### src/rtl/mdu_pkg.sv
package mdu_pkg;

  localparam int REG_IDXW = 3;

  localparam logic [REG_IDXW-1:0] IDX_CTRL   = 3'd0;
  localparam logic [REG_IDXW-1:0] IDX_A_LO   = 3'd1;
  localparam logic [REG_IDXW-1:0] IDX_A_HI   = 3'd2;
  localparam logic [REG_IDXW-1:0] IDX_B_LO   = 3'd3;
  localparam logic [REG_IDXW-1:0] IDX_B_HI   = 3'd4;
  localparam logic [REG_IDXW-1:0] IDX_STATUS = 3'd5;

  typedef enum logic [1:0] {
    OP_MUL = 2'd0,
    OP_DIV = 2'd1,
    OP_MAC = 2'd2
  } opKind_e;

  // strobes from the sequencer to the datapath
  typedef struct packed {
    logic    wrALo;
    logic    wrAHi;
    logic    wrBLo;
    logic    start;
    logic    step;
    logic    finish;
    logic    clrSum;
    opKind_e op;
  } mduStrobes_t;

  function automatic opKind_e decodeMode(input logic [1:0] m);
    if (m[1])      return OP_MAC;
    else if (m[0]) return OP_DIV;
    else           return OP_MUL;
  endfunction

endpackage

### src/rtl/mdu_ctrl.sv
module mdu_ctrl
  import mdu_pkg::*;
#(
  parameter int OPW = 16
) (
  input  logic                clk,
  input  logic                rstN,
  input  logic                wrEn,
  input  logic [REG_IDXW-1:0] wrIdx,
  input  logic [7:0]          wrData,
  output mduStrobes_t         strb,
  output logic                busy
);
  localparam int CNTW = $clog2(OPW);
  localparam logic [CNTW-1:0] LAST_STEP = CNTW'(OPW - 1);

  logic [1:0]      modeQ;
  logic [CNTW-1:0] stepCnt;
  opKind_e         runOp;
  logic            accept;

  assign accept = wrEn && !busy;

  always_comb begin
    strb        = '0;
    strb.wrALo  = accept && (wrIdx == IDX_A_LO);
    strb.wrAHi  = accept && (wrIdx == IDX_A_HI);
    strb.wrBLo  = accept && (wrIdx == IDX_B_LO);
    strb.start  = accept && (wrIdx == IDX_B_HI);
    strb.clrSum = accept && (wrIdx == IDX_CTRL) && wrData[1];
    strb.step   = busy;
    strb.finish = busy && (stepCnt == LAST_STEP);
    strb.op     = strb.start ? decodeMode(modeQ) : runOp;
  end

  always_ff @(posedge clk) begin
    if (!rstN) begin
      modeQ   <= 2'd0;
      busy    <= 1'b0;
      stepCnt <= '0;
      runOp   <= OP_MUL;
    end else begin
      if (accept && (wrIdx == IDX_CTRL)) modeQ <= wrData[1:0];
      if (strb.start) begin
        busy    <= 1'b1;
        stepCnt <= '0;
        runOp   <= decodeMode(modeQ);
      end else if (strb.finish) begin
        busy <= 1'b0;
      end else if (busy) begin
        stepCnt <= stepCnt + 1'b1;
      end
    end
  end

endmodule

### src/rtl/mdu_datapath.sv
module mdu_datapath
  import mdu_pkg::*;
#(
  parameter int OPW  = 16,
  parameter int ACCW = 40
) (
  input  logic            clk,
  input  logic            rstN,
  input  logic [7:0]      wrData,
  input  mduStrobes_t     strb,
  output logic [ACCW-1:0] sumQ,
  output logic            ovfQ
);
  localparam int PRODW = 2 * OPW;

  logic [OPW-1:0]   opA, opB, bFull, absA, absB;
  logic [PRODW-1:0] work, aux, workNx, auxNx, prod;
  logic [OPW-1:0]   sh, shNx, qSigned, rSigned;
  logic             negQ;
  logic [OPW:0]     trial;
  logic [ACCW:0]    prodExt, macSum;
  logic [ACCW-1:0]  divRes;

  // trigger byte joins the stored low byte in the same cycle
  assign bFull = {wrData, opB[OPW-9:0]};
  assign absA  = opA[OPW-1] ? -opA : opA;
  assign absB  = bFull[OPW-1] ? -bFull : bFull;

  // one iteration of the shared engine
  always_comb begin
    workNx = work;
    auxNx  = aux;
    shNx   = sh;
    trial  = '0;
    if (strb.op == OP_DIV) begin
      trial = {work[OPW-1:0], sh[OPW-1]};
      shNx  = {sh[OPW-2:0], 1'b0};
      if (trial >= aux[OPW:0]) begin
        workNx  = PRODW'(trial - aux[OPW:0]);
        shNx[0] = 1'b1;
      end else begin
        workNx = PRODW'(trial);
      end
    end else begin
      if (sh[0]) workNx = work + aux;
      auxNx = aux << 1;
      shNx  = sh >> 1;
    end
  end

  assign prod    = negQ ? -workNx : workNx;
  assign prodExt = {{(ACCW + 1 - PRODW){prod[PRODW-1]}}, prod};
  assign macSum  = {1'b0, sumQ} + prodExt;
  assign qSigned = negQ ? -shNx : shNx;
  assign rSigned = negQ ? -workNx[OPW-1:0] : workNx[OPW-1:0];
  assign divRes  = (aux == '0) ? '0 : {{(ACCW - PRODW){1'b0}}, rSigned, qSigned};

  always_ff @(posedge clk) begin
    if (!rstN) begin
      opA  <= '0;
      opB  <= '0;
      work <= '0;
      aux  <= '0;
      sh   <= '0;
      negQ <= 1'b0;
      sumQ <= '0;
      ovfQ <= 1'b0;
    end else begin
      if (strb.start) begin
        work <= '0;
        opB  <= '0;
        if (strb.op == OP_DIV) begin
          aux  <= PRODW'(bFull);
          sh   <= absA;
          negQ <= opA[OPW-1];
          opA  <= '0;
        end else begin
          aux  <= PRODW'(absA);
          sh   <= absB;
          negQ <= opA[OPW-1] ^ bFull[OPW-1];
        end
      end else begin
        if (strb.wrALo) opA[7:0]     <= wrData;
        if (strb.wrAHi) opA[OPW-1:8] <= wrData;
        if (strb.wrBLo) opB[7:0]     <= wrData;
        if (strb.step) begin
          work <= workNx;
          aux  <= auxNx;
          sh   <= shNx;
        end
      end
      if (strb.finish) begin
        unique case (strb.op)
          OP_MUL:  sumQ <= prodExt[ACCW-1:0];
          OP_DIV:  sumQ <= divRes;
          default: {ovfQ, sumQ} <= macSum;
        endcase
      end else if (strb.clrSum) begin
        sumQ <= '0;
      end
    end
  end

endmodule

### src/rtl/arith_mdu.sv
module arith_mdu
  import mdu_pkg::*;
#(
  parameter int OPW  = 16,
  parameter int ACCW = 40
) (
  input  logic       clk,
  input  logic       rstN,
  input  logic       wrEn,
  input  logic [2:0] wrIdx,
  input  logic [7:0] wrData,
  input  logic [2:0] rdIdx,
  output logic [7:0] rdData
);
  localparam int RES_BYTES = ACCW / 8;

  mduStrobes_t     strb;
  logic            busy;
  logic [ACCW-1:0] sumQ;
  logic            ovfQ;
  opKind_e         activeOp;

  assign activeOp = strb.op;

  mdu_ctrl #(.OPW(OPW)) ctrl_i (
    .clk(clk), .rstN(rstN), .wrEn(wrEn), .wrIdx(wrIdx), .wrData(wrData),
    .strb(strb), .busy(busy)
  );

  mdu_datapath #(.OPW(OPW), .ACCW(ACCW)) dp_i (
    .clk(clk), .rstN(rstN), .wrData(wrData), .strb(strb),
    .sumQ(sumQ), .ovfQ(ovfQ)
  );

  always_comb begin
    rdData = '0;
    if (rdIdx == IDX_STATUS) rdData = {ovfQ, 6'd0, busy};
    for (int i = 0; i < RES_BYTES; i++) begin
      if (rdIdx == REG_IDXW'(i)) rdData = sumQ[i*8 +: 8];
    end
  end

endmodule

### config.mk
export PLATFORM = sky130hd
export DESIGN_NAME = arith_mdu
export DESIGN_NICKNAME = d
export VERILOG_FILES = /design/src/rtl/mdu_pkg.sv /design/src/rtl/mdu_ctrl.sv /design/src/rtl/mdu_datapath.sv /design/src/rtl/arith_mdu.sv
export SDC_FILE = /design/constraint.sdc
export NUM_CORES = 1
export LEC_CHECK = 0
export ABC_AREA = 0
export CAP_MARGIN = 20
export CORE_ASPECT_RATIO = 1.2
export CORE_UTILIZATION = 40
export DETAILED_ROUTE_END_ITERATION = 8
export GPL_ROUTABILITY_DRIVEN = 0
export GPL_TIMING_DRIVEN = 0
export SYNTH_ARGS = -nofsm -noshare
export SYNTH_HDL_FRONTEND = slang
export SYNTH_SLANG_ARGS = --single-unit
### constraint.sdc
create_clock -name clk -period 7.7 [get_ports clk]
set_input_delay 1.925 -clock clk [delete_from_list [all_inputs] [get_ports clk]]
set_output_delay 1.925 -clock clk [all_outputs]
set_load 0.02 [all_outputs]
== Word level (Yosys, flattened, before mapping) ==
Cells that the tools add are included.

* Order comparisons: 1
* Multiplexer cells: 37
* Bitwise operators: 4
* $add $sub $neg: 9
* Reductions and logical operators: 25
* Equal/unequal tests: 13

{| class="wikitable"
|+ Operators with widths
! operator !! number
|-
| $mux 32 || 8
|-
| $mux 16 || 11
|-
| $mux 40 || 2
|-
| $pmux 40 s2 || 1
|-
| $mux 8 || 8
|-
| $neg 16->16 || 4
|-
| $add 40x41->41 || 1
|-
| $add 32x32->32 || 1
|-
| $logic_not 32->1 || 1
|-
| $neg 32->32 || 1
|-
| $sub 17x17->18 || 1
|-
| $ge 17x17->1 || 1
|-
| $eq 3x2->1 const B || 4
|-
| $reduce_and 2->1 || 5
|-
| $reduce_bool 2->1 || 5
|-
| $eq 3x3->1 const B || 3
|-
| $logic_and 1x1->1 || 8
|-
| $eq 3x1->1 const B || 2
|-
| $logic_not 3->1 || 2
|-
| $mux 1 || 5
|-
| $add 4x1->4 const B || 1
|-
| $eq 4x4->1 const B || 1
|-
| $mux 2 || 2
|-
| $reduce_or 2->1 || 2
|-
| other kinds (7) || 9
|}

* Flip-flop bits (word level): 155
* Output and inout port bits: 8
* Logic and storage cells: 102

== Longest topological paths before layout ==
Gate-level depths: netlist of run 1.

* Depth after elaboration: 11
* Depth in mapped cells: 32
* Depth with buffers taken out: 29

== Cells and area by module ==
A second synthesis of run 1 with hierarchy kept.

* Cells, all modules: 2,051
* Area total of the unflattened synthesis: 14,916.8 µm²

{| class="wikitable"
|+ Modules (own cells, without submodules)
! module !! cells an instance !! area each (µm²) !! times used !! sequential area each (µm²)
|-
| mdu_datapath || 1,940 || 13,989.7 || 1 || 2,922.8
|-
| mdu_ctrl || 62 || 508.0 || 1 || 180.2
|-
| arith_mdu || 49 || 419.2 || 1 || 0.0
|}

== Worst setup path after synthesis of run 1 ==
OpenSTA, ideal clock, no wires.

* Kind: input-to-reg
* From: input wrIdx[0]
* To: register dp_i.ovfQ
* Data arrival time: 6.918 ns
* Cell stages on the path: 23
* Path slack: 0.658 ns
* Path buffers: 0
* Path through: nor2_1 > nand3_1 > mux2i_4 > a211oi_1 > a31oi_1 > nor4b_4 > nand2_1 > o31ai_1 > xnor2_1 > ha_1 > a21o_1 > a21o_1 > a221o_1 > a41o_1 > a41oi_1 > a211oi_1 > a221o_1 > a221oi_1 > o21bai_1 > a21o_1 > a31o_2 > xnor2_1 > o21ai_1

* Word-level cells in the longest chain between the ends: 8
* Elaborated cells between the ends (all ways): 12
* Classes of those cells: 2 x add/sub; 2 x eq/ne; 3 x mux; 1 x bitwise; 4 x reduce/logical

{| class="wikitable"
|+ Ends and longest elaborated chain
! item !! RTL line !! RTL
|-
| from (decl) || arith_mdu.sv:10 || <nowiki>input logic [2:0] wrIdx,</nowiki>
|-
| $eq 3x3->1 (*) || mdu_ctrl.sv:29 || <nowiki>strb.start = accept && (wrIdx == IDX_B_HI);</nowiki>
|-
| $logic_and 1x1->1 (*) || mdu_ctrl.sv:29 ||
|-
| $mux 2 (*) || mdu_ctrl.sv:33 || <nowiki>strb.op = strb.start ? decodeMode(modeQ) : runOp;</nowiki>
|-
| $eq 2x1->1 || mdu_datapath.sv:35, mdu_datapath.sv:93 ||
|-
| $mux 32 || mdu_datapath.sv:35 || <nowiki>if (strb.op == OP_DIV) begin</nowiki>
|-
| $neg 32->32 || mdu_datapath.sv:51 || <nowiki>assign prod = negQ ? -workNx : workNx;</nowiki>
|-
| $mux 32 || mdu_datapath.sv:51 ||
|-
| $add 40x41->41 || mdu_datapath.sv:53 || <nowiki>assign macSum = {1'b0, sumQ} + prodExt;</nowiki>
|-
| to (signal assigned) || mdu_datapath.sv:96 || <nowiki>default: {ovfQ, sumQ} <= macSum;</nowiki>
|-
| to (decl) || mdu_datapath.sv:12 || <nowiki>output logic ovfQ</nowiki>
|}

Mark *: on every way between the ends. The rest lies on a longest branch, timed or not.
A chain may end at the register's enable or synchronous reset.

== Worst setup path in the final report of run 1 ==
* From: input wrEn
* To: register dp_i.ovfQ

* Word-level cells in the longest chain between the ends: 8
* Elaborated cells between the ends (all ways): 12
* Classes of those cells: 2 x add/sub; 1 x eq/ne; 3 x mux; 1 x bitwise; 5 x reduce/logical

{| class="wikitable"
|+ Ends and longest elaborated chain
! item !! RTL line !! RTL
|-
| from (decl) || arith_mdu.sv:9 || <nowiki>input logic wrEn,</nowiki>
|-
| $logic_and 1x1->1 (*) || mdu_ctrl.sv:22 || <nowiki>assign accept = wrEn && !busy;</nowiki>
|-
| $logic_and 1x1->1 (*) || mdu_ctrl.sv:29 ||
|-
| $mux 2 (*) || mdu_ctrl.sv:33 ||
|-
| $eq 2x1->1 || mdu_datapath.sv:35, mdu_datapath.sv:93 ||
|-
| $mux 32 || mdu_datapath.sv:35 ||
|-
| $neg 32->32 || mdu_datapath.sv:51 ||
|-
| $mux 32 || mdu_datapath.sv:51 ||
|-
| $add 40x41->41 || mdu_datapath.sv:53 ||
|}

Marks and branches as above.

==> flow_metrics.py, run 1 <==
metrics = {
    "outcome": {
        "status": "complete, no violations",
    },
    "sta": {
        "finalWorstSetupSlack_ps": 188,
        "fin_crit_sh_pct": 97.6,
        "finalCriticalPeriod_ps": 7510,
        "fin_worst_skew_ps": 10.4,
        "worst_pin_slew_ps": 1180,
        "hold_ws_ps": 477,
        "max_freq_mhz": 133,
        "report.final.slew_viol_count": 0,
        "final.setup.tns_ps": 0,
        "hold_viol": 0,
        "slew_headroom_pct": 21.1,
        "setup_viol": 0,
    },
    "clock_tree": {
        "cts_max_path_buffers": 2,
        "cts_tree": "yes",
        "ctsHoldBuffers": 0,
        "clk_pin_slew_ps": 70,
        "cts_htree_levels": 4,
        "cts_buffers": 17,
        "root_buffer": "clkbuf_16",
        "cts_sinks": 155,
        "clk_latency_ps": 450,
    },
    "floorplan": {
        "io_pins": 25,
        "initial_core_util_pct": 40.7,
        "die_area_um2": 36500,
        "die_x_um": 175,
        "rows": 75,
        "core-area_um2": 35100,
        "die_h_um": 209,
    },
    "route": {
        "drc": 0,
        "vias_per_cell": 6.29,
        "wl_um": 54800,
        "ant_nets": 0,
        "drt_pass1_iterations": 6,
        "drtIter0Drc": 1591,
        "wl_per_cell_um": 22.4,
        "vias": 15393,
    },
    "place": {
        "dp_slack_ps": -1620,
        "place_area_um2": 15000,
        "dp_hpwl_um": 42800,
        "io_buffers": 16,
        "place_inst": 2401,
    },
    "power_and_ir_drop": {
        "p_sw_share_pct": 33.4,
        "p_leak_nw": 6.40,
        "power.density_nw_per_um2": 142,
        "power.total_mw": 2.30,
        "p_int_mw": 1.53,
        "switching_power_uw": 767,
        "combPwrFrac_pct": 24.7,
        "p_seq_share_pct": 36.6,
        "ir_worst_vdd_mv": 0.171,
        "clkPwrFrac_pct": 38.7,
    },
    "synthesis": {
        "ys.flop_type": "dfxtp_1",
        "synthesis.area_um2": 14300,
        "yosysUniqueCellTypes": 96,
        "synth_edf_count": 0,
        "synth_most_common_cell": "nand2_1",
        "synthCells": 1923,
        "syn-num-nets": 2042,
        "synth.area.top_cells": "dfxtp_1 (22%), ha_1 (8.7%), nand2_1 (6.1%)",
        "yosys_warnings": 0,
        "async_reset_ff_share_pct": 0,
        "yosysSeqAreaShare_pct": 21.7,
        "ys_seq_elements": 155,
        "yosysTopAreaCell": "dfxtp_1",
        "ys_top_cells_by_count": "nand2_1 (233), nor2_1 (187), a21oi_1 (158)",
        "yosys.area.top_type_share_pct": 21.7,
        "syn_area_per_cell_um2": 7.43,
    },
    "critical_path": {
        "startpoint": "wrEn",
        "path_class": "in2reg",
        "cp-start-kind": "primary input",
        "cp_max_fo": 10,
        "r2r-start": "dp_i.aux[0]$_SDFFE_PN0P_",
        "worstPathArrival_ps": 7840,
        "crit_required_ps": 8030,
        "endpoint_kind": "register",
    },
    "global_routing": {
        "grt_pass1_wl_um": 83600,
        "gr-usage-all-layers_pct": 29.6,
        "grt_pass1_vias": 14375,
        "grt-ovfl-total": 0,
        "grt_max_degree": 17,
        "antenna_found_initial": 0,
    },
    "layout": {
        "nNetsFinal": 2094,
        "syn_to_final_growth_pct": 12.9,
        "diodes": 0,
        "fin_cells": 2448,
        "utilization_pct": 46.0,
        "layout-drive-gt1-share_pct": 7.25,
        "fill_cells": 3576,
        "final_area_um2": 16100,
    },
    "hold_path": {
        "min_from": "dp_i.sumQ[29]$_SDFFE_PN0P_",
        "min_path_type": "reg2reg",
    },
    "flow_run": {
        "maxCapViolCount": 0,
    },
}
placed cells by master, fill, tap and decap left out, types with 58 or more instances in the layout:
| master | count |
|---|---|
| xnor2_1 | 68 |
| dfxtp_1 | 155 |
| nand2_1 | 233 |
| o21ai_0 | 101 |
| ha_1 | 93 |
| a211oi_1 | 86 |
| inv_1 | 58 |
| a21oi_1 | 156 |
| nor2_1 | 183 |
| clkbuf_1 | 81 |
final cells by class:
| type | instances | area [um^2] | share of cell area [%] |
|---|---|---|---|
| multi-input cells | 1605 | 10900 | 67.6 |
| repair buffers | 34 | 298 | 1.85 |
| clock buffers | 18 | 429 | 2.66 |
| plain buffers | 104 | 435 | 2.70 |
| flip-flops and latches | 155 | 3100 | 19.2 |
| well taps | 462 | 578 | 3.58 |
| inverters | 58 | 218 | 1.35 |
| clock inverters | 12 | 163 | 1.01 |
cells by family after synthesis:
kind of cell | synth area share (%)
DFF | 21.7
and+or+nand+nor | 21.4
buffers and inverters | 4.45
xor gates and xnor gates | 8.27
AOI/OAI and AO/OA | 30.5
adders and majority gates | 9.09
muxes | 4.57
layer usage:
layer  wire length (um)  global-route usage, %
met3               3220                   3.33
met1              22300                   36.4
met5                  0                      0
met2              25600                   49.2
met4               3650                   18.4
final timing paths:
kind / endpoint / slack [ps] / depth (start not counted)
hold / removal: dp_i.sumQ[29]$_SDFFE_PN0P_ / 480 / 2
setup reg to reg: dp_i.ovfQ$_SDFFE_PN0P_ / 440 / 27
hold reg to reg: dp_i.sumQ[29]$_SDFFE_PN0P_ / 480 / 2
setup / recovery: dp_i.ovfQ$_SDFFE_PN0P_ / 190 / 28
power by group through the flow:
stage                     Sequential, mW  Clock [mW]  Combinational [mW]
after floorplan                    0.847           0               0.381
after detailed placement           0.857           0               0.525
after CTS                          0.839       0.892               0.540
after global routing               0.841       0.926               0.604
final                              0.840       0.888               0.567
after global placement             0.857           0               0.521
critical path: stages:
cell	delay (ps)
clkdlybuf4s50_1	480
nor2b_4	190
nand3_4	130
mux2i_4	270
buf_6	200
buf_4	220
nand2_1	100
o31ai_1	270
o32ai_2	130
buf_4	170
nor3_4	290
nand3_1	160
nand2_1	110
xnor2_1	270
ha_1	380
nand3_1	190
nor2_1	80
a211oi_2	270
nand4_1	140
a41oi_2	190
a211oi_2	90
a221o_1	440
a221oi_4	330
o21bai_1	100
a21o_1	200
a31o_2	250
xnor2_1	170
o21ai_1	80
sequential cells by signal, summed over array words and instances, names as in the netlist:
signal and flops:
dp_i.aux 32, dp_i.sh 16, ctrl_i.stepCnt 4, ctrl_i.modeQ 2, dp_i.sumQ 40, dp_i.work 32
ctrl_i.runOp 2, dp_i.opB 8, dp_i.ovfQ 1, dp_i.opA 16, ctrl_i.busy 1, dp_i.negQ 1
what timing repair did:
item                       4_1_cts  5_1_grt
resized for setup               36       44
pin swaps                        6        9
hold endpoints to repair         0        0
setup endpoints to repair       18       12
buffers inserted                13        5
gates cloned                     0        0
No activity file was read; power rests on OpenSTA's default activity.
==> inputs of run 2 (changes only) <==
CORE_UTILIZATION = 29   (was 40)
==> flow_metrics.py, run 2 (synthesis results as in run 1) <==
metrics = {
    "clock_tree": {
        "ctsHoldBuffers": 0,
        "cts_sinks": 155,
        "root_buffer": "clkbuf_16",
        "clk_latency_ps": 470,
        "cts_tree": "yes",
        "cts_htree_levels": 4,
        "clk_pin_slew_ps": 80,
        "cts_buffers": 17,
        "cts_max_path_buffers": 2,
    },
    "floorplan": {
        "rows": 88,
        "core-area_um2": 48300,
        "die_h_um": 245,
        "io_pins": 25,
        "die_area_um2": 50200,
        "die_x_um": 205,
        "initial_core_util_pct": 29.6,
    },
    "sta": {
        "final.setup.tns_ps": 0,
        "rsz0062_at_grt": "yes",
        "hold_ws_ps": 487,
        "fin_crit_sh_pct": 98.3,
        "slew_headroom_pct": 30.2,
        "worst_pin_slew_ps": 1050,
        "setup_viol": 0,
        "report.final.slew_viol_count": 0,
        "hold_viol": 0,
        "finalCriticalPeriod_ps": 7570,
        "fin_worst_skew_ps": 13.5,
        "max_freq_mhz": 132,
        "finalWorstSetupSlack_ps": 134,
    },
    "global_routing": {
        "grt_pass1_vias": 14873,
        "use_met2_pct": 37.1,
        "grtUsageMet3_pct": 3.27,
        "grt_pass1_wl_um": 86200,
        "grtUsageMet1_pct": 26.1,
        "gr-usage-all-layers_pct": 22.0,
        "grt-ovfl-total": 0,
        "grt_max_degree": 19,
        "antenna_found_initial": 0,
        "gr-max-usage-layer": "met2",
    },
    "route": {
        "vias": 15454,
        "vias_per_cell": 5.90,
        "drtIter0Drc": 1471,
        "wl_per_cell_um": 21.3,
        "ant_nets": 0,
        "drt_pass1_iterations": 7,
        "drc": 0,
        "wl_um": 55700,
    },
    "power_and_ir_drop": {
        "power.total_mw": 2.30,
        "power.density_nw_per_um2": 140,
        "ir_worst_vdd_mv": 0.127,
        "p_leak_nw": 6.44,
    },
    "critical_path": {
        "worstReg2RegEnd": "dp_i.ovfQ$_SDFFE_PN0P_",
        "reg2reg_depth": 26,
        "regToRegSetupSlack_ps": 520,
        "path_class": "in2reg",
        "crit_required_ps": 8040,
        "cp-start-kind": "primary input",
        "r2r-start": "dp_i.aux[14]$_SDFFE_PN0P_",
        "worstPathArrival_ps": 7910,
        "cp_max_fo": 10,
        "endpoint_kind": "register",
    },
    "layout": {
        "diodes": 0,
        "utilization_pct": 33.9,
        "layout-drive-gt1-share_pct": 7.49,
        "final_area_um2": 16400,
        "largest-register": "dp_i.sumQ",
        "largest_reg_flops": 40,
        "layout_common_cells": "nand2_1 (233), nor2_1 (184), a21oi_1 (157)",
        "layout_commonest_cell": "nand2_1",
        "nNetsFinal": 2096,
        "syn_to_final_growth_pct": 14.7,
        "reg.largest.list": "dp_i.sumQ x40, dp_i.aux x32, dp_i.work x32",
        "fill_cells": 5031,
        "fin_cells": 2620,
    },
    "hold_path": {
        "hold_depth": 2,
        "min_path_type": "reg2reg",
        "min_from": "dp_i.sumQ[29]$_SDFFE_PN0P_",
        "min_to": "dp_i.sumQ[29]$_SDFFE_PN0P_",
    },
    "place": {
        "dp_hpwl_um": 43500,
        "io_buffers": 16,
        "place_area_um2": 15200,
        "dp_slack_ps": -1770,
        "place_inst": 2569,
    },
    "flow_run": {
        "maxCapViolCount": 0,
    },
    "outcome": {
        "status": "complete, no violations",
    },
}
## run 2: cell types whose count changed in the layout (fill, tap and decap cells not counted), sizes merged
cell and change:
clkinvlp -2, clkinv +5, inv +3, buf +2, bufinv -3, clkbuf -1
## run 2: cell type report
type	instances	area, um^2	area share, %
buffer	104	440	2.69
clock buffer	17	425	2.60
clock inverter	15	171	1.05
inverter	58	218	1.33
multi-input combinational	1605	10900	66.7
sequential	155	3100	18.9
tap	630	788	4.81
timing repair buffer	36	313	1.91
## run 2: worst max path at each step
stage	start	to	slack (ps)	depth (start not counted)
2_1_floorplan	wrIdx[0]	dp_i.ovfQ$_SDFFE_PN0P_	660	23
3_3_place_gp	wrIdx[0]	dp_i.sumQ[39]$_SDFFE_PN0P_	-1710	22
3_5_place_dp	wrIdx[1]	dp_i.sumQ[39]$_SDFFE_PN0P_	-1770	22
4_1_cts	wrIdx[1]	dp_i.ovfQ$_SDFFE_PN0P_	5	26
5_1_grt	wrEn	dp_i.ovfQ$_SDFFE_PN0P_	-60	24
6_report	wrEn	dp_i.sumQ[39]$_SDFFE_PN0P_	130	26
## run 2: report_power, final
group	internal (mW)	switching (mW)	total, mW	leakage [nW]
clock network	0.438	0.448	0.886	0.292
logic	0.204	0.369	0.573	4.89
registers	0.816	0.0228	0.839	1.25
total	1.46	0.840	2.30	6.44
## run 2: repair_timing
action / CTS / global route
pin swaps: 8 / 12
setup endpoints to repair: 18 / 13
gates resized for setup: 36 / 44
setup buffers: 8 / 12
## run 2: per-layer routing
layer | vias up | wire length (um)
li1 | 7241 | -
met1 | 7364 | 22500
met2 | 673 | 26600
met3 | 176 | 3330
met4 | 0 | 3340
met5 | - | 0
## run 2: worst max-delay path, stage by stage
cell and delay, ps:
clkdlybuf4s50_1 480, nor2b_4 200, nand3_4 150, mux2i_4 300, buf_6 220, a21oi_1 100, o21ai_0 180, o311ai_4 190
nor3b_4 310, nand4_1 150, buf_4 180, o31ai_2 270, xnor2_2 180, ha_1 410, nand3_1 200, nor2_4 240
nand2_1 130, o41ai_4 440, o21ai_0 210, o21ai_2 260, o211ai_1 230, o221a_2 370, o21ai_0 180, o21a_1 170
xnor2_1 120, o211ai_1 90
